**config.mk**
```make
export PLATFORM = sky130hd
export DESIGN_NAME = dir_home
export DESIGN_NICKNAME = d
export VERILOG_FILES = /design/src/rtl/dir_home_pkg.sv /design/src/rtl/dir_cmd_fifo.sv /design/src/rtl/dir_inv_scan.sv /design/src/rtl/dir_home_fsm.sv /design/src/rtl/dir_home.sv
export SDC_FILE = /design/constraint.sdc
export NUM_CORES = 1
export LEC_CHECK = 0
export CAP_MARGIN = 30
export CORE_MARGIN = 2
export CORE_UTILIZATION = 25
export CTS_CLUSTER_DIAMETER = 50
export DETAILED_ROUTE_END_ITERATION = 12
export GPL_TIMING_DRIVEN = 1
export SYNTH_ARGS = -nofsm -noshare
export SYNTH_HDL_FRONTEND = slang
export SYNTH_SLANG_ARGS = --single-unit
```
**constraint.sdc**
```tcl
create_clock -name clk -period 3.8 [get_ports clk]
set_input_delay 0.57 -clock clk [delete_from_list [all_inputs] [get_ports clk]]
set_output_delay 0.57 -clock clk [all_outputs]
set_load 0.005 [all_outputs]
```
**src/rtl/dir_home_pkg.sv**
```systemverilog
`timescale 1ns/1ps
package dir_home_pkg;
  typedef enum logic [2:0] {
    H_I = 3'd0, H_S = 3'd1, H_E = 3'd2, H_M = 3'd3,
    H_WINV = 3'd4, H_WCOH = 3'd5, H_WWB = 3'd6, H_WTR = 3'd7
  } hstate_e;

  localparam logic [2:0] M_RD      = 3'd0;
  localparam logic [2:0] M_WR      = 3'd1;
  localparam logic [2:0] M_INV_ACK = 3'd2;
  localparam logic [2:0] M_COH_ACK = 3'd3;
  localparam logic [2:0] M_TR_ACK  = 3'd4;
  localparam logic [2:0] M_WB_DATA = 3'd5;
  localparam logic [2:0] M_WB_NULL = 3'd6;

  localparam logic [2:0] C_INV       = 3'd0;
  localparam logic [2:0] C_SET_TAG   = 3'd1;
  localparam logic [2:0] C_WAKEUP    = 3'd2;
  localparam logic [2:0] C_TRANSFER  = 3'd3;
  localparam logic [2:0] C_WRITEBACK = 3'd4;
  localparam logic [2:0] C_DATA      = 3'd5;

  localparam logic [1:0] CS_I = 2'd0;
  localparam logic [1:0] CS_S = 2'd1;
  localparam logic [1:0] CS_E = 2'd2;
  localparam logic [1:0] CS_M = 2'd3;
endpackage

```
**src/rtl/dir_cmd_fifo.sv**
```systemverilog
`timescale 1ns/1ps
module dir_cmd_fifo #(
  parameter int W       = 16,
  parameter int DEPTH   = 4,
  parameter int MAXPUSH = 3
) (
  input  logic                        clk,
  input  logic                        rst,
  input  logic [$clog2(MAXPUSH+1)-1:0] push_n,
  input  logic [MAXPUSH-1:0][W-1:0]   push_data,
  input  logic                        pop,
  output logic [W-1:0]                head,
  output logic                        empty
);
  localparam int PTR_W  = $clog2(DEPTH);
  localparam int CW     = PTR_W + 1;
  localparam int PCNT_W = $clog2(MAXPUSH+1);

  logic [W-1:0]     mem [DEPTH];
  logic [PTR_W-1:0] wr_ptr, rd_ptr;
  logic [CW-1:0]    count;

  always_ff @(posedge clk) begin
    for (int k = 0; k < MAXPUSH; k++) begin
      if (PCNT_W'(k) < push_n) mem[wr_ptr + PTR_W'(k)] <= push_data[k];
    end
  end

  always_ff @(posedge clk) begin
    if (rst) begin
      wr_ptr <= '0;
      rd_ptr <= '0;
      count  <= '0;
    end else begin
      wr_ptr <= wr_ptr + PTR_W'(push_n);
      if (pop) rd_ptr <= rd_ptr + PTR_W'(1);
      count <= count + CW'(push_n) - CW'(pop);
    end
  end

  assign head  = mem[rd_ptr];
  assign empty = (count == '0);
endmodule

```
**src/rtl/dir_inv_scan.sv**
```systemverilog
`timescale 1ns/1ps
module dir_inv_scan #(
  parameter int N    = 4,
  parameter int ID_W = 2
) (
  input  logic            clk,
  input  logic            rst,
  input  logic            load,
  input  logic [N-1:0]    load_mask,
  input  logic            take,
  output logic            any,
  output logic [ID_W-1:0] idx
);
  logic [N-1:0] pend;

  always_comb begin
    idx = '0;
    for (int i = N-1; i >= 0; i--) begin
      if (pend[i]) idx = ID_W'(i);
    end
  end

  assign any = |pend;

  always_ff @(posedge clk) begin
    if (rst)       pend <= '0;
    else if (load) pend <= load_mask;
    else if (take) pend <= pend & ~(N'(1) << idx);
  end
endmodule

```
**src/rtl/dir_home_fsm.sv**
```systemverilog
`timescale 1ns/1ps
module dir_home_fsm
  import dir_home_pkg::*;
#(
  parameter int          N         = 4,
  parameter int          ID_W      = 2,
  parameter int          DATA_W    = 8,
  parameter int          CMD_W     = 3 + 2*ID_W + 2 + DATA_W,
  parameter logic [DATA_W-1:0] INIT_DATA = '0
) (
  input  logic                 clk,
  input  logic                 rst,
  input  logic                 in_valid,
  input  logic [2:0]           in_type,
  input  logic [ID_W-1:0]      in_src,
  input  logic [DATA_W-1:0]    in_data,
  input  logic                 busy,
  output logic                 in_accept,
  output logic [1:0]           push_n,
  output logic [2:0][CMD_W-1:0] push_data,
  output logic                 inv_load,
  output logic [N-1:0]         inv_mask,
  output hstate_e              state,
  output logic [N-1:0]         sharers,
  output logic [ID_W-1:0]      owner,
  output logic                 owner_vld,
  output logic                 ack_err
);
  localparam int CNT_W = $clog2(N+1);

  logic [DATA_W-1:0] mem;
  logic [CNT_W-1:0]  ack_cnt;
  logic              upg, xfer;
  logic [ID_W-1:0]   req, trc;
  logic [1:0]        pcs;
  hstate_e           phs;

  hstate_e           n_state, n_phs;
  logic [N-1:0]      n_sharers;
  logic [ID_W-1:0]   n_owner, n_req, n_trc;
  logic              n_owner_vld, n_upg, n_xfer, err_set;
  logic [DATA_W-1:0] n_mem;
  logic [CNT_W-1:0]  n_ack, cnt;
  logic [1:0]        n_pcs;
  logic              legal, is_wr;
  logic [N-1:0]      src_bit;

  function automatic logic [CMD_W-1:0] pk(input logic [2:0] op, input logic [ID_W-1:0] d,
                                          input logic [ID_W-1:0] t, input logic [1:0] s,
                                          input logic [DATA_W-1:0] x);
    return {op, d, t, s, x};
  endfunction

  always_comb begin
    cnt = '0;
    for (int i = 0; i < N; i++) cnt = cnt + CNT_W'(sharers[i]);
  end

  assign src_bit = N'(1) << in_src;
  assign is_wr   = (in_type == M_WR);

  always_comb begin
    case (state)
      H_I, H_S, H_E, H_M: legal = (in_type == M_RD) || (in_type == M_WR);
      H_WINV:             legal = (in_type == M_INV_ACK);
      H_WCOH:             legal = (in_type == M_COH_ACK);
      H_WWB:              legal = (in_type == M_WB_DATA) || (in_type == M_WB_NULL);
      default:            legal = (in_type == M_TR_ACK);
    endcase
  end

  assign in_accept = in_valid && !busy && legal;

  always_comb begin
    n_state = state; n_phs = phs; n_sharers = sharers; n_owner = owner;
    n_owner_vld = owner_vld; n_req = req; n_trc = trc; n_upg = upg; n_xfer = xfer;
    n_mem = mem; n_ack = ack_cnt; n_pcs = pcs; err_set = 1'b0;
    push_n = 2'd0; push_data = '0; inv_load = 1'b0; inv_mask = '0;
    if (in_accept) begin
      case (state)
        H_I, H_S: begin
          n_req = in_src;
          n_xfer = 1'b0;
          if (state == H_I || !is_wr) begin
            n_upg = 1'b0;
            n_ack = '0;
            n_pcs = (state == H_S) ? CS_S : (is_wr ? CS_M : CS_E);
            n_phs = (state == H_S) ? H_S : (is_wr ? H_M : H_E);
            push_n = 2'd2;
            push_data[0] = pk(C_DATA, in_src, '0, CS_I, mem);
            push_data[1] = pk(C_SET_TAG, in_src, '0, n_pcs, '0);
            n_state = H_WCOH;
          end else begin
            n_pcs = CS_M;
            n_phs = H_M;
            inv_mask = sharers & ~src_bit;
            inv_load = |inv_mask;
            if (sharers[in_src]) begin
              n_upg = 1'b1;
              n_ack = cnt - CNT_W'(1);
              if (cnt == CNT_W'(1)) begin
                push_n = 2'd1;
                push_data[0] = pk(C_WAKEUP, in_src, '0, CS_M, '0);
                n_state = H_WCOH;
              end else begin
                n_state = H_WINV;
              end
            end else begin
              n_upg = 1'b0;
              n_ack = cnt;
              n_state = H_WINV;
            end
          end
        end
        H_E, H_M: begin
          inv_mask = N'(1) << owner;
          inv_load = 1'b1;
          n_ack = CNT_W'(1);
          n_xfer = 1'b1;
          n_upg = 1'b0;
          n_trc = owner;
          n_req = in_src;
          n_pcs = is_wr ? CS_M : CS_S;
          n_phs = is_wr ? H_M : H_S;
          n_state = H_WINV;
        end
        H_WINV: begin
          n_sharers = sharers & ~src_bit;
          n_ack = ack_cnt - CNT_W'(1);
          if (ack_cnt == CNT_W'(1)) begin
            if (upg) begin
              push_n = 2'd1;
              push_data[0] = pk(C_WAKEUP, req, '0, CS_M, '0);
              n_state = H_WCOH;
            end else if (xfer) begin
              push_n = 2'd3;
              push_data[0] = pk(C_SET_TAG, req, '0, pcs, '0);
              push_data[1] = pk(C_TRANSFER, trc, req, CS_I, '0);
              push_data[2] = pk(C_WRITEBACK, trc, '0, CS_I, '0);
              n_state = H_WWB;
            end else begin
              push_n = 2'd2;
              push_data[0] = pk(C_DATA, req, '0, CS_I, mem);
              push_data[1] = pk(C_SET_TAG, req, '0, pcs, '0);
              n_state = H_WCOH;
            end
          end
        end
        H_WWB: begin
          n_mem = in_data;
          n_state = H_WTR;
        end
        default: begin
          if (in_src != req) begin
            err_set = 1'b1;
          end else begin
            n_state = phs;
            n_xfer = 1'b0;
            if (phs == H_S) begin
              n_sharers = sharers | (N'(1) << req);
              n_owner_vld = 1'b0;
            end else begin
              n_sharers = '0;
              n_owner = req;
              n_owner_vld = 1'b1;
            end
          end
        end
      endcase
    end
  end

  always_ff @(posedge clk) begin
    if (rst) begin
      state <= H_I; phs <= H_I; sharers <= '0; owner <= '0; owner_vld <= 1'b0;
      req <= '0; trc <= '0; upg <= 1'b0; xfer <= 1'b0; mem <= INIT_DATA;
      ack_cnt <= '0; pcs <= CS_I; ack_err <= 1'b0;
    end else begin
      state <= n_state; phs <= n_phs; sharers <= n_sharers; owner <= n_owner;
      owner_vld <= n_owner_vld; req <= n_req; trc <= n_trc; upg <= n_upg;
      xfer <= n_xfer; mem <= n_mem; ack_cnt <= n_ack; pcs <= n_pcs;
      if (err_set) ack_err <= 1'b1;
    end
  end
endmodule

```
**src/rtl/dir_home.sv**
```systemverilog
`timescale 1ns/1ps
module dir_home
  import dir_home_pkg::*;
#(
  parameter int          N         = 4,
  parameter int          DATA_W    = 8,
  parameter logic [DATA_W-1:0] INIT_DATA = 8'h11,
  parameter int          ID_W      = $clog2(N)
) (
  input  logic              clk,
  input  logic              rst,
  input  logic              in_valid,
  input  logic [2:0]        in_type,
  input  logic [ID_W-1:0]   in_src,
  input  logic [DATA_W-1:0] in_data,
  output logic              in_accept,
  output logic              cmd_valid,
  output logic [2:0]        cmd_op,
  output logic [ID_W-1:0]   cmd_dest,
  output logic [ID_W-1:0]   cmd_target,
  output logic [1:0]        cmd_state,
  output logic [DATA_W-1:0] cmd_data,
  output logic [2:0]        dir_state,
  output logic [N-1:0]      dir_sharers,
  output logic [ID_W-1:0]   dir_owner,
  output logic              dir_owner_vld,
  output logic              ack_err
);
  localparam int CMD_W   = 3 + 2*ID_W + 2 + DATA_W;
  localparam int Q_DEPTH = 4;

  logic [1:0]            push_n;
  logic [2:0][CMD_W-1:0] push_data;
  logic                  inv_load, inv_any, q_empty, busy, q_pop;
  logic [N-1:0]          inv_mask;
  logic [ID_W-1:0]       inv_idx;
  logic [CMD_W-1:0]      q_head;
  hstate_e               core_state;

  assign busy  = inv_any || !q_empty;
  assign q_pop = !inv_any && !q_empty;

  dir_home_fsm #(.N(N), .ID_W(ID_W), .DATA_W(DATA_W), .CMD_W(CMD_W), .INIT_DATA(INIT_DATA)) u_fsm (
    .clk(clk), .rst(rst), .in_valid(in_valid), .in_type(in_type), .in_src(in_src),
    .in_data(in_data), .busy(busy), .in_accept(in_accept), .push_n(push_n),
    .push_data(push_data), .inv_load(inv_load), .inv_mask(inv_mask), .state(core_state),
    .sharers(dir_sharers), .owner(dir_owner), .owner_vld(dir_owner_vld), .ack_err(ack_err)
  );

  dir_inv_scan #(.N(N), .ID_W(ID_W)) u_scan (
    .clk(clk), .rst(rst), .load(inv_load), .load_mask(inv_mask), .take(inv_any),
    .any(inv_any), .idx(inv_idx)
  );

  dir_cmd_fifo #(.W(CMD_W), .DEPTH(Q_DEPTH), .MAXPUSH(3)) u_q (
    .clk(clk), .rst(rst), .push_n(push_n), .push_data(push_data), .pop(q_pop),
    .head(q_head), .empty(q_empty)
  );

  assign dir_state = core_state;

  always_ff @(posedge clk) begin
    if (rst) begin
      cmd_valid <= 1'b0; cmd_op <= '0; cmd_dest <= '0; cmd_target <= '0;
      cmd_state <= '0; cmd_data <= '0;
    end else if (inv_any) begin
      cmd_valid <= 1'b1; cmd_op <= C_INV; cmd_dest <= inv_idx; cmd_target <= '0;
      cmd_state <= CS_I; cmd_data <= '0;
    end else if (!q_empty) begin
      cmd_valid  <= 1'b1;
      cmd_op     <= q_head[CMD_W-1 -: 3];
      cmd_dest   <= q_head[CMD_W-4 -: ID_W];
      cmd_target <= q_head[CMD_W-4-ID_W -: ID_W];
      cmd_state  <= q_head[DATA_W+1 -: 2];
      cmd_data   <= q_head[DATA_W-1:0];
    end else begin
      cmd_valid <= 1'b0;
    end
  end
endmodule

```
Word level (Yosys, flattened, before mapping)
Memory sizes are Yosys's and may differ from the RTL's. A register that Yosys moved wholly into a read port is not among the register bits.
Cells that the tools add are included.
{ "op_classes": {"shift": 4, "eq_ne": 21, "n_addsub": 11, "muxes": 80, "order_cmp": 4, "bitwise": 10, "reduce_logical": 36} }
{ "op_table": {"columns": ["operator", "count"], "rows": [
  ["$mux 51", 2],
  ["$mux 17", 5],
  ["$pmux 34 s2", 1],
  ["$mux 2", 19],
  ["$mux 34", 1],
  ["$mux 33", 1],
  ["$mux 1", 24],
  ["$mux 4", 6],
  ["$mux 3", 7],
  ["$eq 3x3->1 const B", 6],
  ["$mux 16", 1],
  ["$pmux 4 s2", 2],
  ["$shl 1x2->4 const A", 4],
  ["$eq 3x1->1 const B", 5],
  ["$mux 15", 1],
  ["$eq 3x2->1 const B", 4],
  ["$pmux 3 s4", 1],
  ["$reduce_and 3->1", 4],
  ["$reduce_or 4->1", 3],
  ["$reduce_and 2->1", 5],
  ["$reduce_or 5->1", 2],
  ["$logic_not 3->1", 3],
  ["$pmux 3 s3", 1],
  ["$and 4x4->4", 2],
  ["other kinds (33)", 56]
]} }
{ "word_totals": {"elab_cells": 190, "in_bits": 16, "reg_bits": 62, "n_memories": 1, "mem_bits_rw": 68, "out_inout_bits": 30} }
{ "mem_list": {"columns": ["memory", "depth", "width", "read_ports", "rd_clocked_by_memory_dff", "wr", "line_no", "text"], "rows": [
  ["u_q.mem", 4, 17, 1, 1, 3, "dir_cmd_fifo.sv:19", "logic [W-1:0] mem [DEPTH];"]
]} }

Longest topological paths before layout
{ "logic_depth": {"depth_word": 12, "depth_mapped": 17} }

Hierarchy
Synthesis repeated with hierarchy kept, for this count alone.
{ "hier_totals": {"cells_unflattened": 842, "area_unflattened_um2": 7673.6} }
{ "modules_own_cells": {"columns": ["module", "cells_each", "area_each_um2", "instances", "seq_area_each_um2"], "rows": [
  ["dir_cmd_fifo", 450, 4386.7, 1, 2222.1],
  ["dir_home_fsm", 303, 2406.1, 1, 600.6],
  ["dir_home", 63, 680.7, 1, 360.3],
  ["dir_inv_scan", 26, 200.2, 1, 80.1]
]} }

Least setup slack after synthesis
OpenSTA, ideal clock, no wires.
{ "synth_timing": {"path_type": "reg-to-reg", "startpoint": "register u_fsm.sharers[1]", "endpoint": "register u_q.count[2]", "stages_incl_launch_ff": 16, "required_time_ns": 3.672, "t_arrival_ns": 3.061, "setup_ns": 0.128, "synth_period_minus_slack_ns": 3.188, "setup_slack_ns": 0.612, "path_buffers": 0, "cell_sequence": "dfxtp_1 -> ha_1 -> inv_1 -> fa_1 -> inv_1 -> ha_1 -> nor2b_1 -> nand4_2 -> nand2_1 -> nand2_1 -> inv_1 -> ha_1 -> fa_1 -> xor2_1 -> xnor2_1 -> nor2_1"} }
{ "synth_via": {"elab_chain_len": 11} }
{ "synth_rtl": {"columns": ["element", "line_no", "text"], "rows": [
  ["start: declaration", "dir_home_fsm.sv:24", "output logic [N-1:0] sharers,"],
  ["start signal: assignment", "dir_home_fsm.sv:179", "state <= n_state; phs <= n_phs; sharers <= n_sharers; owner <= n_owner;"],
  ["$add 1x1->2", "dir_home_fsm.sv:56", "for (int i = 0; i < N; i++) cnt = cnt + CNT_W'(sharers[i]);"],
  ["$add 3x1->3 (2 in a row)", "dir_home_fsm.sv:56", null],
  ["$eq 3x1->1", "dir_home_fsm.sv:101", "if (cnt == CNT_W'(1)) begin"],
  ["$mux 1", "dir_home_fsm.sv:101", null],
  ["$mux 2 *", "dir_home_fsm.sv:98", "if (sharers[in_src]) begin"],
  ["$mux 2 *", "dir_home_fsm.sv:84", "if (state == H_I || !is_wr) begin"],
  ["$pmux 2 s2 *", "dir_home_fsm.sv:80", "case (state)"],
  ["$mux 2 *", "dir_home_fsm.sv:79", "if (in_accept) begin"],
  ["$add 3x2->3 *", "dir_cmd_fifo.sv:37", "count <= count + CW'(push_n) - CW'(pop);"],
  ["$sub 3x1->3 *", "dir_cmd_fifo.sv:37", null],
  ["end signal: assignment", "dir_cmd_fifo.sv:37", null],
  ["end: declaration", "dir_cmd_fifo.sv:21", "logic [CW-1:0] count;"]
]} }
Every way passes the cells marked *; elsewhere a longest branch is shown, timed or not. The select of a mux whose other input is x is not followed.
A chain may end at the register's enable or synchronous reset.

==> reports/metrics.csv <==
metric;value;unit
status;finished clean;
grt_start_max_net_pins;40;
maxCapViolCount;0;
starting_density;25.4;%
clk_latency;430;ps
placementRows;58;
fin_worst_skew;13.3;ps
worst-slew-pin-transition;770;ps
antenna-diode-count;0;
r2r.worst_path.cells;13;
worst_hold_path.num_cells;2;
area_delta_synth_final;22.5;%
finalSetupTns;0;ps
synth_ff_type;sky130_fd_sc_hd__dfxtp_1;
drc_errors;0;
crit_type;flop to flop;
postPlaceCellArea;7230;um^2
grt_util_all_layers;14.6;%
fp.coreArea;25100;um^2
post_cts_hold_buffer_count;0;
synthDistinctLibCells;80;
totalWireLength;19.0;mm
clk_root_buffer_cell;sky130_fd_sc_hd__clkbuf_16;
critPathLaunchType;flop;
tritoncts;done;
clk_pin_slew;60;ps
synth_async_sr_flop_share;0;%
whs_endpoint;cmd_state[1]$_SDFFE_PP0N_;
critical_path_end_type;flop;
first_global_vias;5459;
sequential_element_share_of_the_synthesized_area;42.4;%
post-dp-hpwl;13.3;mm
avgRoutedWirePerCell;18.0;um
top_level_ports;46;
final_common_cell;sky130_fd_sc_hd__dfxtp_1;
synth-warning-count;0;
fraction_of_final_layout_cells_with_drive_strength_greater_than_1;13.7;%
areal_power_density_over_the_cells;540;nW/um^2
grt_setup_unrepaired;no;
avgViaCountPerCell;5.28;
postSynthNetCount;692;
final_worst_setup_slack;439;ps
synth_enable_flop_cells;12;
final_area;7800;um^2
post_cts_resized;0;
place_ws;290;ps
finalWorstPathRequiredPeriod;3360;ps
timing.slew.headroom;48.2;%
power_leakage;2.71;nW
worst_r2r_startpoint;u_fsm.sharers[0]$_SDFFE_PP0P_;
max_clock_freq;298;MHz
clk_path_buf_depth;2;
cts_h_tree_lvls;4;
postCtsSetupRepairBufs;0;
worst_hold_startpoint;cmd_state[1]$_SDFFE_PP0N_;
hold_violations;0;
antenna_found_initial;0;
setup-violations-final;0;
grt_pass1_wl;30.6;mm
fp.dieArea;26800;um^2
most-common-layout-cells;117 x sky130_fd_sc_hd__dfxtp_1, 72 x sky130_fd_sc_hd__nand2_1, 69 x sky130_fd_sc_hd__nor2_1;
drt_pass1_iterations;5;
post_syn_area_per_cell;9.59;um^2
timing.critical_path.required;4110;ps
vias;5571;
r2r_setup_slack;440;ps
total_power;4.21;mW
final_net_count;740;
globalplace.congestion;0.988;
rr_endpoint;u_q.mem[0][15]$_SDFFE_PP0P_;
drv_slew;0;
dp.cells;1023;
period_share;88.4;%
power.ir.vdd_worst;313;uV
route.antenna.remaining_nets;0;
crit_fanout;12;
cp.arrival;3680;ps
clkSinkCount;129;
placement.io_buffers;45;
synth.ff_latch_count;129;
chipWidth;164;um
min_path_type;flop to flop;
postSynthCellCount;664;
grt_overflow_total;0;
chipHeight;164;um
tritoncts.num_buffers;17;
layoutNonFillerInstCount;1055;
synth_area;6370;um^2
drt_first_iter_violations;500;
cell families (layout without fill, tap and decap cells):
logic type	Yosys count	after routing	share of synthesized area [%]
xor+xnor	12	12	1.65
mux	37	37	9.39
buf+inv	62	123	3.95
fa+ha+maj	12	12	2.59
compound gates	187	187	22.4
simple gates	225	225	17.6
flops	129	129	42.4
through the flow:
step	hold slack, ps	utilization, %
after detailed placement	444	28.8
after CTS	452	31.1
after global routing	477	31.1
after global placement	442	28.8
final	449	31.1
after floorplan	427	-
critical path, cell delays in order, from the launching register on:
cell and delay [ps]:
sky130_fd_sc_hd__dfxtp_1 310, sky130_fd_sc_hd__ha_1 270, sky130_fd_sc_hd__inv_1 50, sky130_fd_sc_hd__fa_1 350
sky130_fd_sc_hd__inv_1 60, sky130_fd_sc_hd__ha_1 210, sky130_fd_sc_hd__inv_1 90, sky130_fd_sc_hd__ha_1 140
sky130_fd_sc_hd__nor2b_1 190, sky130_fd_sc_hd__nand4_2 270, sky130_fd_sc_hd__nand2_1 200, sky130_fd_sc_hd__o21ai_1 100
sky130_fd_sc_hd__a211o_1 570, sky130_fd_sc_hd__a221o_1 420
synth_stat cells, drive strengths merged, types with 6 or more instances:
master,number,share of area [%]
a21oi,44,3.7
a22o,35,4.8
a31oi,6,0.59
buf,18,1.3
clkbuf,18,1.1
dfxtp,117,37
edfxtp,12,5.7
ha,10,2.0
inv,24,1.4
mux2i,17,2.7
mux4,18,6.4
nand2,73,4.3
nand3,22,1.7
nor2,74,4.7
nor2b,8,0.79
nor3,13,1.6
o211ai,8,0.94
o21ai,20,1.6
o2bb2ai,7,0.96
xnor2,7,0.96
metal layers:
metal  global-route usage (%)  vias up  wire [um]
li1                         -     2566          -
met2                     22.7      226       8680
met3                     3.02       47       1260
met5                        0        -          0
met4                     5.42        0        430
met1                     19.9     2732       8680
worst max path at each step:
stage | slack (ps) | cells after the start | end | from
after floorplan | 610 | 15 | u_q.count[2]$_SDFF_PP0_ | u_fsm.sharers[1]$_SDFFE_PP0P_
after global placement | 360 | 11 | u_q.count[2]$_SDFF_PP0_ | in_src[0]
after detailed placement | 290 | 12 | u_q.count[2]$_SDFF_PP0_ | in_type[0]
after CTS | 450 | 13 | u_q.mem[0][15]$_SDFFE_PP0P_ | u_fsm.sharers[0]$_SDFFE_PP0P_
after global routing | 250 | 13 | u_q.mem[0][15]$_SDFFE_PP0P_ | u_fsm.sharers[1]$_SDFFE_PP0P_
final | 440 | 13 | u_q.mem[0][15]$_SDFFE_PP0P_ | u_fsm.sharers[0]$_SDFFE_PP0P_
registers in the layout, summed over array words and instances, names as in the netlist, 2 cells and up, named ones only:
| register | flops |
|---|---|
| cmd_state | 2 |
| u_fsm.phs | 2 |
| u_q.count | 3 |
| u_fsm.mem | 8 |
| u_fsm.state | 3 |
| cmd_data | 8 |
| u_fsm.ack_cnt | 3 |
| u_fsm.req | 2 |
| u_q.wr_ptr | 2 |
| u_fsm.owner | 2 |
| u_fsm.sharers | 4 |
| u_fsm.trc | 2 |
| u_q.rd_ptr | 2 |
| cmd_op | 3 |
| u_q.mem | 68 |
| cmd_target | 2 |
| u_scan.pend | 4 |
| cmd_dest | 2 |
final cells by class:
class,instances,area (um^2)
Inverter,26,98.8
Clock inverter,15,144
Fill cell,2666,17300
Multi-Input combinational cell,473,3420
Timing Repair Buffer,65,601
Clock buffer,17,425
Sequential cell,129,2700
Tap cell,330,413
power breakdown:
part	internal [mW]	total, mW	switching, mW	leakage [nW]
registers	1.51	1.60	0.0948	1.05
logic	0.446	1.03	0.588	1.38
clock network	0.867	1.57	0.707	0.281
No activity file was read; power rests on OpenSTA's default activity.
